<file path="config.mk">
export PLATFORM = sky130hd
export DESIGN_NAME = dac_code_loader
export DESIGN_NICKNAME = d
export VERILOG_FILES = /design/src/rtl/dacif_pkg.sv /design/src/rtl/dacif_decode.sv /design/src/rtl/dacif_reg.sv /design/src/rtl/dacif_out.sv /design/src/rtl/dac_code_loader.sv
export SDC_FILE = /design/constraint.sdc
export NUM_CORES = 1
export LEC_CHECK = 0
export ABC_AREA = 0
export ABC_CLOCK_PERIOD_IN_PS = 1800
export CAP_MARGIN = 20
export CELL_PAD_IN_SITES_DETAIL_PLACEMENT = 1
export CELL_PAD_IN_SITES_GLOBAL_PLACEMENT = 2
export CORE_MARGIN = 5
export CORE_UTILIZATION = 29
export CTS_CLUSTER_DIAMETER = 30
export DETAILED_ROUTE_END_ITERATION = 10
export DONT_BUFFER_PORTS = 1
export PLACE_DENSITY = 0.62
export SYNTH_ARGS = -nofsm -noshare
export SYNTH_HDL_FRONTEND = slang
export SYNTH_SLANG_ARGS = --single-unit
</file>
<file path="constraint.sdc">
create_clock -name clk -period 1.8 [get_ports clk]
set_input_delay 0.27 -clock clk [delete_from_list [all_inputs] [get_ports clk]]
set_output_delay 0.27 -clock clk [all_outputs]
set_load 0.1 [all_outputs]
</file>
<file path="src/rtl/dacif_pkg.sv">
package dacif_pkg;
  localparam int CODE_W_DEF = 14;
  localparam int BUS_W_DEF  = 8;

  typedef enum logic [1:0] {
    AD_DIRECT = 2'b00,
    AD_HIGH   = 2'b01,
    AD_LOW    = 2'b10,
    AD_XFER   = 2'b11
  } dac_addr_e;
endpackage

</file>
<file path="src/rtl/dacif_decode.sv">
module dacif_decode
  import dacif_pkg::*;
(
  input  logic       clk,
  input  logic       rst_n,
  input  logic       sel_n,
  input  logic       wr_n,
  input  logic [1:0] addr,
  output logic       ld_hi,
  output logic       ld_lo,
  output logic       ld_out_bus,
  output logic       ld_out_buf
);
  logic      active;
  dac_addr_e code;

  assign active = ~sel_n & ~wr_n;
  assign code   = dac_addr_e'(addr);

  always_comb begin
    ld_hi      = 1'b0;
    ld_lo      = 1'b0;
    ld_out_bus = 1'b0;
    ld_out_buf = 1'b0;
    if (active) begin
      unique case (code)
        AD_DIRECT: begin ld_hi = 1'b1; ld_lo = 1'b1; ld_out_bus = 1'b1; end
        AD_HIGH:   ld_hi = 1'b1;
        AD_LOW:    ld_lo = 1'b1;
        AD_XFER:   ld_out_buf = 1'b1;
        default:   ;
      endcase
    end
  end

  AST_OUT_SOURCE_EXCLUSIVE: assert property (@(posedge clk) disable iff (!rst_n)
    $countones({ld_out_bus, ld_out_buf}) <= 1);
  AST_SELECT_GATES_ALL: assert property (@(posedge clk) disable iff (!rst_n)
    sel_n |-> !(ld_hi | ld_lo | ld_out_bus | ld_out_buf));
  AST_STROBE_GATES_ALL: assert property (@(posedge clk) disable iff (!rst_n)
    wr_n |-> !(ld_hi | ld_lo | ld_out_bus | ld_out_buf));
endmodule

</file>
<file path="src/rtl/dacif_reg.sv">
module dacif_reg #(
  parameter int W = 8
) (
  input  logic         clk,
  input  logic         rst_n,
  input  logic         en,
  input  logic [W-1:0] d,
  output logic [W-1:0] q
);
  always_ff @(posedge clk or negedge rst_n) begin
    if (!rst_n)  q <= '0;
    else if (en) q <= d;
  end

  AST_HOLD_WHEN_IDLE: assert property (@(posedge clk) disable iff (!rst_n)
    !en |=> $stable(q));
  AST_CAPTURE_ON_LOAD: assert property (@(posedge clk) disable iff (!rst_n)
    en |=> q == $past(d));
endmodule

</file>
<file path="src/rtl/dacif_out.sv">
module dacif_out #(
  parameter int W = 14
) (
  input  logic         clk,
  input  logic         rst_n,
  input  logic         ld_bus,
  input  logic         ld_buf,
  input  logic [W-1:0] bus_code,
  input  logic [W-1:0] buf_code,
  output logic [W-1:0] code
);
  always_ff @(posedge clk or negedge rst_n) begin
    if (!rst_n)      code <= '0;
    else if (ld_bus) code <= bus_code;
    else if (ld_buf) code <= buf_code;
  end

  AST_XFER_WHOLE_WORD: assert property (@(posedge clk) disable iff (!rst_n)
    (ld_buf && !ld_bus) |=> code == $past(buf_code));
  AST_DIRECT_FROM_BUS: assert property (@(posedge clk) disable iff (!rst_n)
    ld_bus |=> code == $past(bus_code));
  AST_OUT_HOLDS: assert property (@(posedge clk) disable iff (!rst_n)
    !(ld_bus || ld_buf) |=> $stable(code));
endmodule

</file>
<file path="src/rtl/dac_code_loader.sv">
module dac_code_loader
  import dacif_pkg::*;
#(
  parameter int CODE_W = CODE_W_DEF,
  parameter int BUS_W  = BUS_W_DEF
) (
  input  logic              clk,
  input  logic              rst_n,
  input  logic [BUS_W-1:0]  bus_d,
  input  logic              sel_n,
  input  logic              wr_n,
  input  logic [1:0]        addr,
  output logic [CODE_W-1:0] dac_code
);
  localparam int LO_W = BUS_W;
  localparam int HI_W = CODE_W - LO_W;

  logic              ld_hi, ld_lo, ld_out_bus, ld_out_buf;
  logic [HI_W-1:0]   hi_q;
  logic [LO_W-1:0]   lo_q;
  logic [CODE_W-1:0] bus_code, buf_code;

  dacif_decode u_decode (
    .clk        (clk),
    .rst_n      (rst_n),
    .sel_n      (sel_n),
    .wr_n       (wr_n),
    .addr       (addr),
    .ld_hi      (ld_hi),
    .ld_lo      (ld_lo),
    .ld_out_bus (ld_out_bus),
    .ld_out_buf (ld_out_buf)
  );

  dacif_reg #(.W(HI_W)) u_hi (
    .clk   (clk),
    .rst_n (rst_n),
    .en    (ld_hi),
    .d     (bus_d[HI_W-1:0]),
    .q     (hi_q)
  );

  dacif_reg #(.W(LO_W)) u_lo (
    .clk   (clk),
    .rst_n (rst_n),
    .en    (ld_lo),
    .d     (bus_d),
    .q     (lo_q)
  );

  assign bus_code = {bus_d[HI_W-1:0], bus_d};
  assign buf_code = {hi_q, lo_q};

  dacif_out #(.W(CODE_W)) u_out (
    .clk      (clk),
    .rst_n    (rst_n),
    .ld_bus   (ld_out_bus),
    .ld_buf   (ld_out_buf),
    .bus_code (bus_code),
    .buf_code (buf_code),
    .code     (dac_code)
  );

  AST_DESELECT_FREEZES: assert property (@(posedge clk) disable iff (!rst_n)
    sel_n |=> $stable(dac_code));
  AST_NO_STROBE_FREEZES: assert property (@(posedge clk) disable iff (!rst_n)
    wr_n |=> $stable(dac_code));
  AST_DIRECT_SYNCS_BUFFERS: assert property (@(posedge clk) disable iff (!rst_n)
    (!sel_n && !wr_n && addr == 2'b00) |=> buf_code == dac_code);
endmodule

</file>
* Yosys cells after proc, flatten, opt, wreduce, memory -nomap -nowiden
Index checks and enable logic that the tools add are counted.
** Word-level totals
- Logic and storage cells :: 23
- Register bits after elaboration :: 28
- Output and inout bits :: 14
- Input port bits :: 14
** Cells by class
- Multiplexer cells :: 10
- Eq/ne operators :: 3
- Bitwise operators :: 3
- Reductions and logical operators :: 4
** Operator list (number)
- 14-bit 2-to-1 mux :: 2
- 1-bit 2-to-1 mux :: 8
- 2-bit equality test, second input constant :: 2
- 2-bit OR reduction :: 2
- 2-bit by 1-bit equality test with 1-bit output, second input constant :: 1
- 2-bit logical NOT :: 1
- 1-bit NOT :: 2
- 2-bit nonzero test :: 1
- 1-bit bitwise AND :: 1

* Longest topological paths before layout
Gate-level depths: netlist (run 1).
- Depth after elaboration :: 5
- Depth in mapped cells :: 5
- Depth with buffers taken out :: 3

* Cells and area by module
A second synthesis (run 1) with hierarchy kept.
** Unflattened totals
- Cells, all modules :: 95
- Area, all modules :: 1277.5 µm²
** By module, submodules not included
- dacif_out :: seq. area each 350.3 µm², cells each 61, area an instance 659.4 µm², instances 1
- dacif_reg at u_lo :: seq. area each 200.2 µm², cells each 17, area an instance 331.6 µm², instances 1
- dacif_reg at u_hi :: seq. area each 150.1 µm², cells each 13, area an instance 251.5 µm², instances 1
- dacif_decode :: seq. area each 0.0 µm², cells each 4, area an instance 35.0 µm², instances 1

* Worst setup path before layout (run 1)
No wires, ideal clock.
- Path type :: register -> register
- From :: register u_out.code[0] (netlist name)
- To :: register u_out.code[0]
- Arrival :: 1326 ps
- Stages on the path, launching flop included :: 4
- Slack :: 387 ps
- Path buffers :: 0
- Clock period less this slack :: 1413 ps
- Path through :: dfrtp_1 nand2b_1 a21oi_1 nor3_1
** RTL lines
- end signal, assigned :: line dacif_out.sv:14 : else if (ld_bus) code <= bus_code;
- end signal, assigned :: line dacif_out.sv:15 : else if (ld_buf) code <= buf_code;
- end, declared :: line dacif_out.sv:10 : output logic [W-1:0] code

* Final worst setup path (run 1)
- From :: register u_out.code[6]
- To :: output dac_code[6]
** RTL lines
- end, declared :: line dac_code_loader.sv:13 : output logic [CODE_W-1:0] dac_code
No word-level cell between the ends.

==> results of run 1 <==
stage by stage:
step	utilization	power [W]	worst slack, ns	std cells	hold WS, ns
3_5_place_dp	0.331	0.00179	0.390	209	-0.0244
5_1_grt	0.352	0.00240	0.496	215	0.0613
4_1_cts	0.352	0.00233	0.537	215	0.0634
2_1_floorplan	-	0.00161	0.387	134	-0.0256
3_3_place_gp	0.331	0.00177	0.407	209	-0.0245
6_report	0.352	0.00228	0.557	215	0.0772
repair_timing:
item	4_1_cts	5_1_grt
hold buffers	2	0
setup endpoints to repair	0	0
hold endpoints to repair	28	0
registers in the layout (all words and copies together), names as in the netlist:
name	cells
u_hi.q	6
u_lo.q	8
u_out.code	14
layout make-up:
| cell class | instances | area (um2) | area share |
|---|---|---|---|
| tap | 67 | 83.8 | 0.0504 |
| sequential | 28 | 701 | 0.421 |
| clock inverter | 1 | 30.0 | 0.0180 |
| multi-input combinational | 97 | 651 | 0.391 |
| clock buffer | 3 | 41.3 | 0.0248 |
| timing repair buffer | 19 | 158 | 0.0947 |
synthesized netlist by cell type:
| cell type | instances |
|---|---|
| dfrtp_1 | 28 |
| a21oi_1 | 26 |
| nand2b_1 | 16 |
| mux2_2 | 14 |
| nor2_1 | 13 |
| nor3_1 | 12 |
| buf_2 | 4 |
| or4_1 | 3 |
| or4_4 | 3 |
| a211oi_1 | 2 |
| buf_6 | 2 |
| nor2_8 | 2 |
| nor4_1 | 2 |
| o22ai_1 | 2 |
| buf_1 | 1 |
| buf_4 | 1 |
| clkbuf_2 | 1 |
| nand4bb_1 | 1 |
| or2_1 | 1 |
worst register-to-register path, delay by kind of cell, from the launching register on:
family / cells / cell delay [ns]
AO/OA/AOI/OAI: 1 / 0.17
AND/OR/NAND/NOR: 2 / 0.23
flip-flops: 1 / 0.41
cells by family after synthesis:
kind of cell	after synthesis
buf+inv	9
flops	28
compound gates	30
mux	14
simple gates	53
layer usage:
layer	up-vias	GRT usage	wire length, um
met5	-	0	0
met4	0	0.0253	15
met3	2	0.0339	134
met2	14	0.225	1890
met1	530	0.165	1720
li1	506	-	-
worst paths after layout:
path / startpoint / end / slack [ns] / cells past startpoint
min in group asynchronous: rst_n / u_out.code[13] / 0.43 / 2
max: u_out.code[6] / dac_code[6] / 0.56 / 1
min reg2reg: u_lo.q[6] / u_lo.q[6] / 0.51 / 1
max reg2reg: u_out.code[13] / u_out.code[13] / 0.89 / 3
max in group asynchronous: rst_n / u_hi.q[1] / 1.22 / 2
min: addr[1] / u_out.code[6] / 0.08 / 1
power groups by stage:
stage / Clock, W / Combinational (W) / Sequential [W]
floorplan: 0 / 0.000231 / 0.00138
global placement: 0 / 0.000913 / 0.000853
detailed placement: 0 / 0.000924 / 0.000863
CTS: 0.000530 / 0.000946 / 0.000849
global route: 0.000551 / 0.000979 / 0.000870
finish: 0.000502 / 0.000935 / 0.000847
==> summary.txt, run 1 <==
Worst setup path
  – Critical Path RT: 1.53 ns
  – Arr. time, crit path: roughly 0.97 ns
  – Worst setup EP type: output port
  – Startpoint Class: flop
  – CP max stage delay: 0.39 ns
  – Setup Crit Path Kind: flop to output port
  – Family with the most delay on the worst path: flip-flops
  – Bufs and invs on worst path: 1
  – CP Cell Sequence: buf_4
  – CP Max Fanout: 3
  – Critical Path Slowest Stage Cell: dfrtp_1

Global routing
  – GRT Overall Usage: 0.130
  – Largest net degree at the start of global routing: 29
  – First-pass GRT wire length: around 6.3 mm
  – Total gr overflow: 0
  – Initial antenna violation count: 0
  – Number of global-route vias before repair: 1164

Power
  – Worst IR drop on VDD: between 500 and 600 uV
  – Switching pwr: roughly 0.00098 W
  – Internal Power: 0.00130 W
  – Combinational power share: 0.409
  – Part of the power in registers: 0.371
  – P_leak: 0.689 nW
  – Sw Share: 0.431
  – Cell area power density: 1370 mW/mm2
  – Clk pwr share: 0.220

Synth
  – Cell Area, Synth: around 0.0014 mm2
  – Synth Area in Compound Gates: 0.112
  – Post-synthesis average cell area: ~11 um2
  – Simple logic cell fraction of the synthesized area: 0.238
  – Post-synthesis mux area share: 0.112
  – Synth unique cells: 19
  – Adder-cell share of the synthesized area: 0
  – Post-synth net total: between 100 and 150
  – Ranking of synthesized cells by area: dfrtp_1 50%, mux2_2 11%, a21oi_1 9.2%
  – XOR/XNOR Fraction of Synth Area: 0
  – Largest area contributor in the netlist: dfrtp_1
  – Syn Inst Count: 134
  – Area share of the largest cell type after synthesis: 0.497
  – Main combinational cell family by area after synthesis: simple AND/OR/NAND/NOR gates
  – Ys Warns: 0
  – #FFs+latches synth: 28
  – Post-synthesis sequential area ratio: 0.497

Placed design
  – GP Congestion: 0.722
  – Placed cell areas: 0.00156 mm2
  – PortBufs: 0
  – Hpwl dp: 2.60 mm

Routing
  – First DRT Iteration DRCs: 45
  – # DRC: 0
  – Router iterations before antenna repair: 4
  – Via-per-instance ratio: 4.89
  – Final ANT Viol Nets: 0
  – Routed WL: 3.76 mm
  – DR WL/cell: ~17 um
  – Vias post-DR: between 1000 and 1500

Clock network
  – CTS resizes: 0
  – CTS tree: yes
  – Number of post-CTS setup repair buffers: 0
  – Clock transition at the registers of the reported paths: 0.10 ns
  – CTS root buf: clkbuf_8
  – Clk buf depth: 2
  – CTS Buf Count: 3
  – Worst skew pair latency: 0.27 ns
  – # H-tree levels: 1
  – Clk sink count: 28

Floorplanning
  – Die Footprint: 0.00636 mm2
  – Initial Util: 0.299
  – IO Count: 28
  – Row Count: 25
  – Core Region: 0.00472 mm2
  – Die W: ~80 um
  – Die Y: 79.7 um

STA
  – Final Hold Vio Count: 0
  – Worst Tran Pin Value: 0.554 ns
  – Max Freq: between 800 and 900 MHz
  – Final Cycle Share: 0.690
  – RSZ-0062 raised after global routing: no
  – Clk_skew: 0.00148 ns
  – Max-slew violations: 0
  – Fin Setup TNS: 0 ns
  – Number of setup violations in the final report: 0
  – Max_slew headroom: 0.631
  – Minimum clock period: 1.24 ns

Cells and area
  – Design Area, Final: 0.00166 mm2
  – Layout fillers: 539
  – Nets: between 150 and 200
  – P&R area growth vs syn: 18.0%
  – Share of cells above drive strength 1: 0.277
  – Ant. Diodes: 0
  – Most frequent cells in the layout: 28 x dfrtp_1, 26 x a21oi_1, 17 x buf_4
  – Commonest non-fill, non-tap cell in the layout: dfrtp_1

Job
  – Max Cap Viol: 0

Status
  – Status: finished clean

Hold path
  – Worst Hold Class: primary input to flop
Power figures use the tool's default switching activity.
==> inputs of run 2 (changes only) <==
--- a/config.mk
+++ b/config.mk
@@ -6,7 +6,7 @@
 export NUM_CORES = 1
 export LEC_CHECK = 0
 export ABC_AREA = 0
-export ABC_CLOCK_PERIOD_IN_PS = 1800
+export ABC_CLOCK_PERIOD_IN_PS = 1300
 export CAP_MARGIN = 20
 export CELL_PAD_IN_SITES_DETAIL_PLACEMENT = 1
 export CELL_PAD_IN_SITES_GLOBAL_PLACEMENT = 2
==> constraint.sdc (replaced) <==
create_clock -name clk -period 1.3 [get_ports clk]
set_input_delay 0.195 -clock clk [delete_from_list [all_inputs] [get_ports clk]]
set_output_delay 0.195 -clock clk [all_outputs]
set_load 0.1 [all_outputs]
==> summary.txt, run 2 (synthesis results as in run 1) <==
Power
  – P_leak: slightly below 0.7 nW
  – Cell area power density: 1770 mW/mm2
  – Worst IR drop on VDD: 531 uV

Placed design
  – GP Congestion: 0.747
  – PortBufs: 0
  – Hpwl dp: approximately 2.6 mm
  – Placed cell areas: 0.00160 mm2

Routing
  – First DRT Iteration DRCs: 43
  – Routed WL: roughly 3.8 mm
  – # DRC: 0
  – Final ANT Viol Nets: 0
  – DR WL/cell: 17.4 um
  – Via-per-instance ratio: 5.05
  – Vias post-DR: 1100
  – Router iterations before antenna repair: 4

Floorplanning
  – Die W: between 70 and 80 um
  – Die Y: between 70 and 80 um
  – Initial Util: 0.299
  – Row Count: 25
  – IO Count: 28
  – Die Footprint: 0.00636 mm2
  – Core Region: 0.00472 mm2

Worst setup path
  – CP Max Fanout: 3
  – CP max stage delay: 0.39 ns
  – Worst setup EP type: output port
  – Setup Crit Path Kind: flop to output port
  – Critical Path Slowest Stage Cell: dfrtp_2
  – Bufs and invs on worst path: 1
  – CP Cell Sequence: buf_4
  – Family with the most delay on the worst path: flip-flops
  – Critical Path RT: between 1 and 1.5 ns
  – Arr. time, crit path: 0.96 ns
  – Startpoint Class: flop

Global routing
  – GRT Overall Usage: 0.127
  – Number of global-route vias before repair: 1201
  – Largest net degree at the start of global routing: 29
  – Initial antenna violation count: 0
  – Total gr overflow: 0
  – First-pass GRT wire length: ~6.3 mm

Job
  – Max Cap Viol: 0

STA
  – Worst Tran Pin Value: 0.400 ns
  – Final Cycle Share: 0.885
  – Max-slew violations: 0
  – Final Hold Vio Count: 0
  – RSZ-0062 raised after global routing: no
  – Clk_skew: ~0.0017 ns
  – Max_slew headroom: 0.734
  – Max Freq: between 800 and 900 MHz
  – Fin Setup TNS: 0 ns
  – Number of setup violations in the final report: 0
  – Minimum clock period: 1.15 ns

Cells and area
  – Ant. Diodes: 0
  – Layout fillers: around 550
  – Biggest regs: u_out.code x14, u_lo.q x8, u_hi.q x6
  – Nets: 167
  – Design Area, Final: between 0.0015 and 0.002 mm2
  – Most frequent cells in the layout: 26 x a21oi_1, 20 x buf_4, 16 x nand2b_1
  – Most flops, register: u_out.code
  – Commonest non-fill, non-tap cell in the layout: a21oi_1
  – Share of cells above drive strength 1: 0.377
  – P&R area growth vs syn: 19.4%
  – Largest register FFs: 14

Clock network
  – CTS tree: yes
  – Worst skew pair latency: 0.27 ns
  – Clk sink count: 28
  – CTS resizes: 0
  – Clock transition at the registers of the reported paths: about 0.1 ns
  – CTS root buf: clkbuf_8
  – # H-tree levels: 1
  – Clk buf depth: 2
  – CTS Buf Count: 3
  – Number of post-CTS setup repair buffers: 0
  – Post-cts hold buffer count: 3

Hold path
  – Worst Hold Class: primary input to flop

Status
  – Status: finished clean
## run 2: where the power goes
group          switching, W  total, W  internal (W)
registers          0.000116   0.00119       0.00107
logic              0.000966   0.00131      0.000343
clock network      0.000281  0.000490      0.000209
total               0.00136   0.00299       0.00162
## run 2: layout make-up
type | instances | area (um2) | area share
Sequential cell | 28 | 718 | 0.426
Multi-Input combinational cell | 97 | 651 | 0.386
Timing Repair Buffer | 23 | 190 | 0.113
Clock buffer | 3 | 41.3 | 0.0245
Tap cell | 67 | 83.8 | 0.0498
## run 2: final timing paths
kind / startpoint / endpoint / slack (ns) / cells past startpoint
worst max-delay path: u_out.code[10] / dac_code[10] / 0.15 / 1
worst min-delay path: bus_d[7] / u_lo.q[7] / 0.06 / 1
worst max register to register: u_out.code[13] / u_out.code[13] / 0.41 / 3
worst min register to register: u_lo.q[7] / u_lo.q[7] / 0.51 / 1
max in group asynchronous: rst_n / u_out.code[3] / 0.77 / 2
min in group asynchronous: rst_n / u_out.code[1] / 0.35 / 2
## run 2: per-stage QoR
stage | worst slack (ns) | total power, W | cells | hold WS [ns] | util
2_1_floorplan | 0.152 | 0.00225 | 134 | -0.101 | -
3_3_place_gp | 0.0414 | 0.00246 | 212 | -0.0994 | 0.339
3_5_place_dp | 0.0145 | 0.00249 | 212 | -0.0993 | 0.339
4_1_cts | 0.144 | 0.00301 | 218 | 0.0610 | 0.357
5_1_grt | 0.108 | 0.00312 | 218 | 0.0433 | 0.357
6_report | 0.149 | 0.00299 | 218 | 0.0629 | 0.357
## run 2: layer usage
layer,vias to the layer above,routed length [um],global-route usage
li1,515,-,-
met1,556,1730,0.173
met3,6,174,0.0260
met5,-,0,0
met4,0,72,0.0524
met2,23,1810,0.197
